[src/rtl/regdiv_pkg.sv]
package regdiv_pkg;

    localparam int unsigned REGDIV_XLEN = 32;

    typedef enum logic [1:0] {
        ST_IDLE = 2'd0,
        ST_ITER = 2'd1,
        ST_FIX  = 2'd2
    } div_state_e;

    typedef struct packed {
        logic sgn;
        logic ext;
        logic wide;
    } div_form_t;

endpackage

[src/rtl/regdiv_prep.sv]
module regdiv_prep
    import regdiv_pkg::*;
#(
    parameter int unsigned XLEN = REGDIV_XLEN
) (
    input  div_form_t                      form,
    input  logic [XLEN-1:0]                dvd_raw,
    input  logic [XLEN-1:0]                dvs_raw,
    output logic [XLEN-1:0]                p_init,
    output logic [XLEN-1:0]                q_init,
    output logic [XLEN-1:0]                d_mag,
    output logic [$clog2(XLEN):0]          qwidth,
    output logic                           neg_q,
    output logic                           neg_r,
    output logic                           dvs_zero
);
    localparam int unsigned HW = XLEN / 2;
    localparam int unsigned QW = XLEN / 4;
    localparam int unsigned CW = $clog2(XLEN) + 1;

    logic [XLEN-1:0] dvd_ext;
    logic [XLEN-1:0] dvs_ext;
    logic [XLEN-1:0] dvd_mag;
    logic            s_dvd;
    logic            s_dvs;
    logic [CW-1:0]   lsh;

    always_comb begin
        // Dividend width: half word for narrow forms, full word for wide ones.
        if (form.wide) begin
            dvd_ext = dvd_raw;
        end else begin
            dvd_ext = {{(XLEN-HW){form.sgn & dvd_raw[HW-1]}}, dvd_raw[HW-1:0]};
        end

        // Divisor width and quotient width coincide for every form.
        unique case ({form.ext, form.wide})
            2'b10: begin
                dvs_ext = {{(XLEN-QW){form.sgn & dvs_raw[QW-1]}}, dvs_raw[QW-1:0]};
                qwidth  = CW'(QW);
            end
            2'b11, 2'b00: begin
                dvs_ext = {{(XLEN-HW){form.sgn & dvs_raw[HW-1]}}, dvs_raw[HW-1:0]};
                qwidth  = CW'(HW);
            end
            default: begin
                dvs_ext = dvs_raw;
                qwidth  = CW'(XLEN);
            end
        endcase

        s_dvd    = form.sgn & dvd_ext[XLEN-1];
        s_dvs    = form.sgn & dvs_ext[XLEN-1];
        dvd_mag  = s_dvd ? (~dvd_ext + 1'b1) : dvd_ext;
        d_mag    = s_dvs ? (~dvs_ext + 1'b1) : dvs_ext;
        dvs_zero = (dvs_ext == '0);
        neg_q    = s_dvd ^ s_dvs;
        neg_r    = s_dvd;

        // Quotient-width dividend bits are left-aligned in the shift register;
        // extended forms preload the upper half as the partial remainder.
        lsh    = CW'(XLEN) - qwidth;
        q_init = dvd_mag << lsh;
        p_init = form.ext ? (dvd_mag >> qwidth) : '0;
    end

endmodule

[src/rtl/regdiv_step.sv]
module regdiv_step #(
    parameter int unsigned XLEN = 32
) (
    input  logic [XLEN-1:0] p_cur,
    input  logic [XLEN-1:0] q_cur,
    input  logic [XLEN-1:0] d_mag,
    output logic [XLEN-1:0] p_nxt,
    output logic [XLEN-1:0] q_nxt
);
    logic [XLEN:0] trial;
    logic [XLEN:0] diff;
    logic          fits;

    always_comb begin
        trial = {p_cur, q_cur[XLEN-1]};
        diff  = trial - {1'b0, d_mag};
        fits  = ~diff[XLEN];
        p_nxt = fits ? diff[XLEN-1:0] : trial[XLEN-1:0];
        q_nxt = {q_cur[XLEN-2:0], fits};
    end

endmodule

[src/rtl/regdiv_pack.sv]
module regdiv_pack
    import regdiv_pkg::*;
#(
    parameter int unsigned XLEN = REGDIV_XLEN
) (
    input  div_form_t       form,
    input  logic [XLEN-1:0] q_raw,
    input  logic [XLEN-1:0] r_raw,
    input  logic            neg_q,
    input  logic            neg_r,
    input  logic [XLEN-1:0] dst_keep,
    output logic [XLEN-1:0] packed_res,
    output logic            q_negative,
    output logic            q_is_zero
);
    localparam int unsigned HW = XLEN / 2;
    localparam int unsigned QW = XLEN / 4;
    localparam logic [XLEN-1:0] M_QW = {{(XLEN-QW){1'b0}}, {QW{1'b1}}};
    localparam logic [XLEN-1:0] M_HW = {{(XLEN-HW){1'b0}}, {HW{1'b1}}};

    logic [XLEN-1:0] mask;
    logic [XLEN-1:0] q_fix;
    logic [XLEN-1:0] r_fix;

    always_comb begin
        unique case ({form.ext, form.wide})
            2'b10:        mask = M_QW;
            2'b11, 2'b00: mask = M_HW;
            default:      mask = '1;
        endcase

        q_fix = (neg_q ? (~q_raw + 1'b1) : q_raw) & mask;
        r_fix = (neg_r ? (~r_raw + 1'b1) : r_raw) & mask;
        q_is_zero = (q_fix == '0);

        unique case ({form.ext, form.wide})
            2'b10: begin
                packed_res = {dst_keep[XLEN-1:HW], r_fix[QW-1:0], q_fix[QW-1:0]};
                q_negative = q_fix[QW-1];
            end
            2'b11: begin
                packed_res = {r_fix[HW-1:0], q_fix[HW-1:0]};
                q_negative = q_fix[HW-1];
            end
            2'b00: begin
                packed_res = {dst_keep[XLEN-1:HW], q_fix[HW-1:0]};
                q_negative = q_fix[HW-1];
            end
            default: begin
                packed_res = q_fix;
                q_negative = q_fix[XLEN-1];
            end
        endcase
    end

endmodule

[src/rtl/regdiv_unit.sv]
module regdiv_unit
    import regdiv_pkg::*;
#(
    parameter int unsigned XLEN = REGDIV_XLEN
) (
    input  logic            clk,
    input  logic            rst_n,
    input  logic            start,
    input  logic            op_signed,
    input  logic            op_ext,
    input  logic            op_wide,
    input  logic [XLEN-1:0] dst_val,
    input  logic [XLEN-1:0] src_val,
    output logic            busy,
    output logic            done,
    output logic [XLEN-1:0] result,
    output logic            flag_neg,
    output logic            flag_zero,
    output logic            flag_dz
);
    localparam int unsigned CW = $clog2(XLEN) + 1;

    typedef struct packed {
        div_state_e      st;
        logic [CW-1:0]   cnt;
        logic [XLEN-1:0] p;
        logic [XLEN-1:0] q;
        logic [XLEN-1:0] d;
        logic [XLEN-1:0] dst;
        div_form_t       form;
        logic            neg_q;
        logic            neg_r;
        logic            dz;
        logic            done;
        logic [XLEN-1:0] res;
        logic            fn;
        logic            fz;
        logic            fdz;
    } regs_t;

    regs_t r_d, r_q;

    div_form_t       in_form;
    logic [XLEN-1:0] pre_p, pre_q, pre_d;
    logic [CW-1:0]   pre_qw;
    logic            pre_nq, pre_nr, pre_zero;
    logic [XLEN-1:0] stp_p, stp_q;
    logic [XLEN-1:0] pk_res;
    logic            pk_n, pk_z;

    assign in_form = '{sgn: op_signed, ext: op_ext, wide: op_wide};

    regdiv_prep #(.XLEN(XLEN)) u_prep (
        .form     (in_form),
        .dvd_raw  (dst_val),
        .dvs_raw  (src_val),
        .p_init   (pre_p),
        .q_init   (pre_q),
        .d_mag    (pre_d),
        .qwidth   (pre_qw),
        .neg_q    (pre_nq),
        .neg_r    (pre_nr),
        .dvs_zero (pre_zero)
    );

    regdiv_step #(.XLEN(XLEN)) u_step (
        .p_cur (r_q.p),
        .q_cur (r_q.q),
        .d_mag (r_q.d),
        .p_nxt (stp_p),
        .q_nxt (stp_q)
    );

    regdiv_pack #(.XLEN(XLEN)) u_pack (
        .form       (r_q.form),
        .q_raw      (r_q.q),
        .r_raw      (r_q.p),
        .neg_q      (r_q.neg_q),
        .neg_r      (r_q.neg_r),
        .dst_keep   (r_q.dst),
        .packed_res (pk_res),
        .q_negative (pk_n),
        .q_is_zero  (pk_z)
    );

    always_comb begin
        r_d      = r_q;
        r_d.done = 1'b0;
        unique case (r_q.st)
            ST_IDLE: begin
                if (start) begin
                    r_d.p     = pre_p;
                    r_d.q     = pre_q;
                    r_d.d     = pre_d;
                    r_d.cnt   = pre_qw;
                    r_d.dst   = dst_val;
                    r_d.form  = in_form;
                    r_d.neg_q = pre_nq;
                    r_d.neg_r = pre_nr;
                    r_d.dz    = pre_zero;
                    r_d.st    = pre_zero ? ST_FIX : ST_ITER;
                end
            end
            ST_ITER: begin
                r_d.p   = stp_p;
                r_d.q   = stp_q;
                r_d.cnt = r_q.cnt - 1'b1;
                if (r_q.cnt == CW'(1)) begin
                    r_d.st = ST_FIX;
                end
            end
            ST_FIX: begin
                r_d.done = 1'b1;
                r_d.st   = ST_IDLE;
                if (r_q.dz) begin
                    r_d.res = r_q.dst;
                    r_d.fn  = 1'b0;
                    r_d.fz  = 1'b0;
                    r_d.fdz = 1'b1;
                end else begin
                    r_d.res = pk_res;
                    r_d.fn  = pk_n;
                    r_d.fz  = pk_z;
                    r_d.fdz = 1'b0;
                end
            end
            default: r_d.st = ST_IDLE;
        endcase
    end

    always_ff @(posedge clk or negedge rst_n) begin
        if (!rst_n) begin
            r_q    <= '0;
            r_q.st <= ST_IDLE;
        end else begin
            r_q <= r_d;
        end
    end

    assign busy      = (r_q.st != ST_IDLE);
    assign done      = r_q.done;
    assign result    = r_q.res;
    assign flag_neg  = r_q.fn;
    assign flag_zero = r_q.fz;
    assign flag_dz   = r_q.fdz;

endmodule

[config.mk]
export PLATFORM = sky130hd
export DESIGN_NAME = regdiv_unit
export DESIGN_NICKNAME = d
export VERILOG_FILES = /design/src/rtl/regdiv_pkg.sv /design/src/rtl/regdiv_prep.sv /design/src/rtl/regdiv_step.sv /design/src/rtl/regdiv_pack.sv /design/src/rtl/regdiv_unit.sv
export SDC_FILE = /design/constraint.sdc
export NUM_CORES = 1
export LEC_CHECK = 0
export ABC_AREA = 1
export BUFFER_PORTS_ARGS = -buffer_cell sky130_fd_sc_hd__buf_4
export CAP_MARGIN = 10
export CORE_UTILIZATION = 44
export CTS_BUF_LIST = sky130_fd_sc_hd__clkbuf_16
export DETAILED_ROUTE_END_ITERATION = 16
export HOLD_SLACK_MARGIN = 0.05
export SETUP_SLACK_MARGIN = 0.02
export SKIP_LAST_GASP = 1
export SLEW_MARGIN = 20
export SYNTH_ARGS = -nofsm -noshare
export SYNTH_HDL_FRONTEND = slang
export SYNTH_SLANG_ARGS = --single-unit
[constraint.sdc]
create_clock -name clk -period 2.3 [get_ports clk]
set_input_delay 0.115 -clock clk [delete_from_list [all_inputs] [get_ports clk]]
set_output_delay 0.115 -clock clk [all_outputs]
set_load 0.05 [all_outputs]
======== Yosys cells after proc, flatten, opt, wreduce, memory -nomap -nowiden ========
Index checks and enable logic that the tools add are counted.
word-level totals
  flip-flop bits (word level) ............. 178
  bits of input ports ..................... 70
  output and inout bits ................... 37
  word-level logic and storage cells ...... 79
operators by class
  add/sub/neg operators ................... 7
  equality and inequality tests ........... 9
  shift-type cells ........................ 2
  muxes and demuxes ....................... 19
  bitwise gates (word level) .............. 13
  reduce and logical (&&, ||, !) cells .... 12
operators by type and width
  kind                   count
  $mux 32                6
  $mux 142               1
  $pmux 70 s2            1
  $pmux 32 s2            2
  $add 32x1->32 const B  3
  $not 32->32            3
  $pmux 32 s3            1
  $logic_not 32->1       2
  $mux 36                1
  $mux 35                1
  $sub 33x32->33         1
  $and 32x32->32         1
  $shl 32x6->32          1
  $shr 32x6->32          1
  $add 16x1->16 const B  1
  $and 16x16->16         1
  $mux 16                1
  $not 16->16            1
  $pmux 6 s2             1
  $eq 2x2->1 const B     5
  $eq 6x1->1 const B     1
  $logic_not 2->1        3
  $reduce_and 2->1       3
  $sub 6x1->6 const B    1
  11 further kinds       19

======== Logic depth before layout (Yosys ltp) ========
  word-level depth ........................ 9
  gate-level depth with buffers ........... 20
  mapped depth without buffers ............ 20

======== Cells and area by module ========
From an unflattened synthesis, not the netlist that was laid out.
second synthesis, totals
  cell total of the unflattened synthesis .. 3055
  area, all modules ....................... 17367.9 um^2
modules (own cells, without submodules)
  module       times used  cells an instance  area an instance (um^2)  sequential area each (um^2)
  regdiv_unit  1           1063               8061.5                   4454.3
  regdiv_prep  1           810                3752.3                   0.0
  regdiv_step  1           712                3390.8                   0.0
  regdiv_pack  1           470                2163.3                   0.0

======== Worst setup path after synthesis ========
Ideal clock, no wire load.
  kind .................................... flip-flop to flip-flop
  from .................................... register r_q[137] in the netlist's numbering
  to ...................................... register r_q[165] in the netlist's numbering
  setup time .............................. 0.118 ns
  arrival ................................. 2.268 ns
  data required time ...................... 2.182 ns
  slack ................................... -0.086 ns
  stages on the path, launching flop included .. 20
  buffers on the path ..................... 1
  clock period less this slack ............ 2.386 ns
  path through ............................ dfrtp_1 -> inv_1 -> ha_1 -> inv_1 -> fa_1 -> nand3_1 -> nand2_1 -> nand2_1 -> nand2_1 -> nand2_1 -> nand2_2 -> nand2_1 -> nand2_1 -> nand2_2 -> nand2_4 -> inv_2 -> buf_6 -> nand3_1 -> a21oi_1 -> nor2_1
between the ends
  word-level cells in the longest chain between the ends .. 3
ends and longest elaborated chain
  element                 line                source
  from (decl)             regdiv_unit.sv:41   regs_t r_d, r_q;
  from (signal assigned)  regdiv_unit.sv:136  r_q <= r_d;
  $sub 33x32->33          regdiv_step.sv:16   diff = trial - {1'b0, d_mag};
  $mux 32                 regdiv_step.sv:18   p_nxt = fits ? diff[XLEN-1:0] : trial[XLEN-1:0];
  $pmux 70 s2             regdiv_unit.sv:89   unique case (r_q.st)
No other way between the ends.
A chain may end at the register's enable or synchronous reset.

======== Final worst setup path ========
  from .................................... register r_q[137] in the netlist's numbering
  to ...................................... register r_q[138] in the netlist's numbering
between the ends
  word-level cells in the longest chain between the ends .. 3
ends and longest elaborated chain
  element          line
  $sub 33x32->33   regdiv_step.sv:16
  $mux 32 (*)      regdiv_step.sv:18
  $pmux 70 s2 (*)  regdiv_unit.sv:89
Mark *: on every way between the ends. The rest lies on a longest branch, timed or not.

==> impl_results.md <==
* Top_reg_cell synth: dfrtp_1
* Layout area overhead at 29.7%
* Clock skew at 0.0123 ns
* Setup violators final at 33
* Clock sinks at 177
* Net Count, Synth at 2559
* First-pass iteration count of the detailed router at 5
* CTS tree: built
* Crit path max fanout at 5
* Die Span Y at 188 µm
* Failing checks: negative setup slack
* DRT iter0 DRCs at 1432
* DR WL/cell at 19.3 µm
* Max Buffers Root-to-Sink at 2
* Peak supply drop at 1.08 mV
* Number of global-route vias before repair at 16790
* Fill cells at 3414
* I/O pin total at 107
* Async SR Flop Fraction at 1.00
* Multi-input gate area in the final layout at 0.00967 mm²
* First-pass GRT wire length at 95300 µm
* RePlAce Congestion at 1.02
* Routed vias at 17572
* Worst path required time at 2.65 ns
* Worst setup SP type: flop
* Die area at 0.0354 mm²
* PortBufs at 106
* Post-Syn Area at 0.0153 mm²
* Synth Warn # at 0
* Starting Density at 0.451
* Post-layout util at 0.584
* Root Driver: clkbuf_16
* FMAX at 397 MHz
* Worst Max-Slew Pin Slew at 0.649 ns
* Layout Nets at 2890
* Largest net degree at the start of global routing at 54
* Clk Latency, worst-skew pair at 0.47 ns
* HPWL Detailed at 49800 µm
* Final Power at 31.8 mW
* Main combinational cell family by area after synthesis: simple AND/OR/NAND/NOR gates
* Core area at 0.0339 mm²
* Compound-Gate Fraction of Synth Area at 0.143
* Worst R2R Path Depth at 20
* RSZ-0062 raised after global routing: yes
* Share of layout cells above drive strength 1 at 0.205
* Worst min-delay path class: input port to flop
* # rows at 67
* Pwr Density at 1610 mW/mm²
* Num CTS Buffers at 17
* Synth Area in XOR/XNOR at 0.0338
* Initial antenna violation count at 0
* Simple-Gate Fraction of Synth Area at 0.386
* Vias per cell at 5.43
* Die span in x at 188 µm
* Final critical-path share of the clock period at 1.09
* Register area at 0.00443 mm²
* Distinct cell type count after synthesis at 54
* Static Leak at 10.1 nW
* Relative slew slack at 0.562
* Max-slew violations at 0
* CTS H-tree depth at 4
* Total wire length at 62500 µm
* Crit. End Element: flop
* DRC at 0
* Mux contribution to synthesized area at 0.00197
* Worst EP arrival at 2.87 ns
* Synth Register Bits at 177
* Critical path class: flop to flop
* Seq/Total Area, Yosys at 0.290
* Antenna cells at 0
* Min cycle time layout at 2.52 ns
* Grt total ovfl at 0
* Clk slew on worst S/H paths at 0.08 ns
* Min Hold Slack at 0.0794 ns
* Post-Syn Instances at 2443
* Hold Vio Cnt, Final at 0
* Setup WS post-layout at -0.216 ns
* Syn_area_per_cell at 6.25 µm²
* Adder-cell share of the synthesized area at 0.0382
* Status: finished, violations left
* MaxCap Viol Count at 0
* Routed Antenna Nets at 0
* Post-synth EDFFs at 0
* Total track usage at 0.353
* WHS Path Cells at 4
-- synth_stat cells, drive strengths merged (26+ instances only) --
| master | count | area [µm²] |
|---|---|---|
| xor2 | 44 | 385 |
| inv | 254 | 953 |
| o211ai | 26 | 200 |
| o21ai | 163 | 823 |
| clkbuf | 57 | 214 |
| nand3 | 262 | 1320 |
| ha | 45 | 563 |
| nor2 | 246 | 983 |
| nand2 | 794 | 3020 |
| a21oi | 127 | 666 |
| nand4 | 35 | 234 |
| buf | 71 | 457 |
| dfrtp | 177 | 4430 |
-- area by class of cell --
type | count | area share
Clock buffer | 17 | 0.0215
Sequential cell | 177 | 0.224
Multi-Input combinational cell | 1884 | 0.489
Tap cell | 448 | 0.0283
Timing Repair Buffer | 438 | 0.182
Clock inverter | 15 | 0.00689
Inverter | 255 | 0.0490
Timing Repair inverter | 1 | 0.000442
-- placed cells by master (no fill, tap or decap), types with 16 or more instances in the layout --
master,synthesis,layout
nand2_1,786,769
buf_4,36,379
nand3_1,261,243
inv_1,240,236
nor2_1,236,215
dfrtp_1,177,177
o21ai_0,139,134
a21oi_1,121,108
ha_1,45,43
xor2_1,44,40
dlygate4sd3_1,0,38
nand4_1,34,34
o21ai_1,22,26
o211ai_1,25,25
a22oi_1,25,25
clkbuf_16,0,20
inv_2,14,19
nor3_1,22,19
nand2_2,5,18
a21oi_2,5,17
nor2_4,7,16
nand3b_1,16,16
-- metal layers --
metal  track usage  up-vias  wire [µm]
li1              -     8583          -
met1         0.422     8242      25000
met2         0.612      601      30400
met3        0.0417      146       3200
met4         0.201        0       3900
met5             0        -          0
-- per-stage QoR --
stage	worst slack (ns)	TNS, ns	instances	cell area [µm²]
2_1_floorplan	0.00753	0	2443	15300
3_3_place_gp	-0.158	-4.85	3155	18200
3_5_place_dp	-0.211	-6.47	3155	18200
4_1_cts	-0.136	-3.35	3229	19400
5_1_grt	-0.366	-9.27	3235	19800
6_report	-0.216	-5.26	3235	19800
-- path summary, 6_finish.rpt --
kind | startpoint | endpoint | slack [ns]
worst min register to register | r_q[49]$_DFFE_PN0P_ | r_q[49]$_DFFE_PN0P_ | 0.47
worst min-delay path | dst_val[1] | r_q[43]$_DFFE_PN0P_ | 0.08
min in group asynchronous | rst_n | result[20]$_DFFE_PN0P_ | 0.18
max in group asynchronous | rst_n | result[4]$_DFFE_PN0P_ | 1.42
worst max register to register | r_q[137]$_DFFE_PN0P_ | r_q[138]$_DFFE_PN0P_ | -0.22
worst max-delay path | r_q[137]$_DFFE_PN0P_ | r_q[138]$_DFFE_PN0P_ | -0.22
-- critical path: stages (launching register included) --
cell,delay (ns)
dfrtp_1,0.40
inv_2,0.10
ha_4,0.14
inv_2,0.04
fa_2,0.35
nand3_2,0.07
nand2_2,0.08
nand2_1,0.07
nand2_1,0.06
nand2_1,0.08
nand2_2,0.09
nand2_4,0.11
nand3b_4,0.15
buf_12,0.18
nand2_4,0.09
buf_4,0.12
nand2_1,0.04
nand3_1,0.06
nand2_1,0.06
nand2_1,0.06
nand2_1,0.04
-- sequential cells by signal (all words and copies together), names as in the netlist --
register	cells
flag_zero	1
result	32
flag_neg	1
done	1
flag_dz	1
r_q	141
-- timing repair --
action,CTS,global route
hold endpoints to repair,141,0
gates resized for setup,39,84
pin swaps,22,39
buffers inserted,3,2
gates cloned,1,4
hold buffers,38,0
setup endpoints to repair,39,61
-- cells by family (layout without fill, tap and decap cells) --
family / Yosys count / count (layout)
muxes: 3 / 3
xor gates and xnor gates: 59 / 59
adders and majority gates: 46 / 46
AOI/OAI and AO/OA: 385 / 385
and+or+nand+nor: 1390 / 1391
DFF: 177 / 177
buffers and inverters: 383 / 726
-- report_power, final --
group / switching (mW) / total [mW] / internal, mW
Combinational: 14.1 / 23.2 / 9.09
Clock: 1.43 / 2.93 / 1.51
Sequential: 1.21 / 5.76 / 4.55
Total: 16.7 / 31.8 / 15.2
No activity file was read; power rests on OpenSTA's default activity.
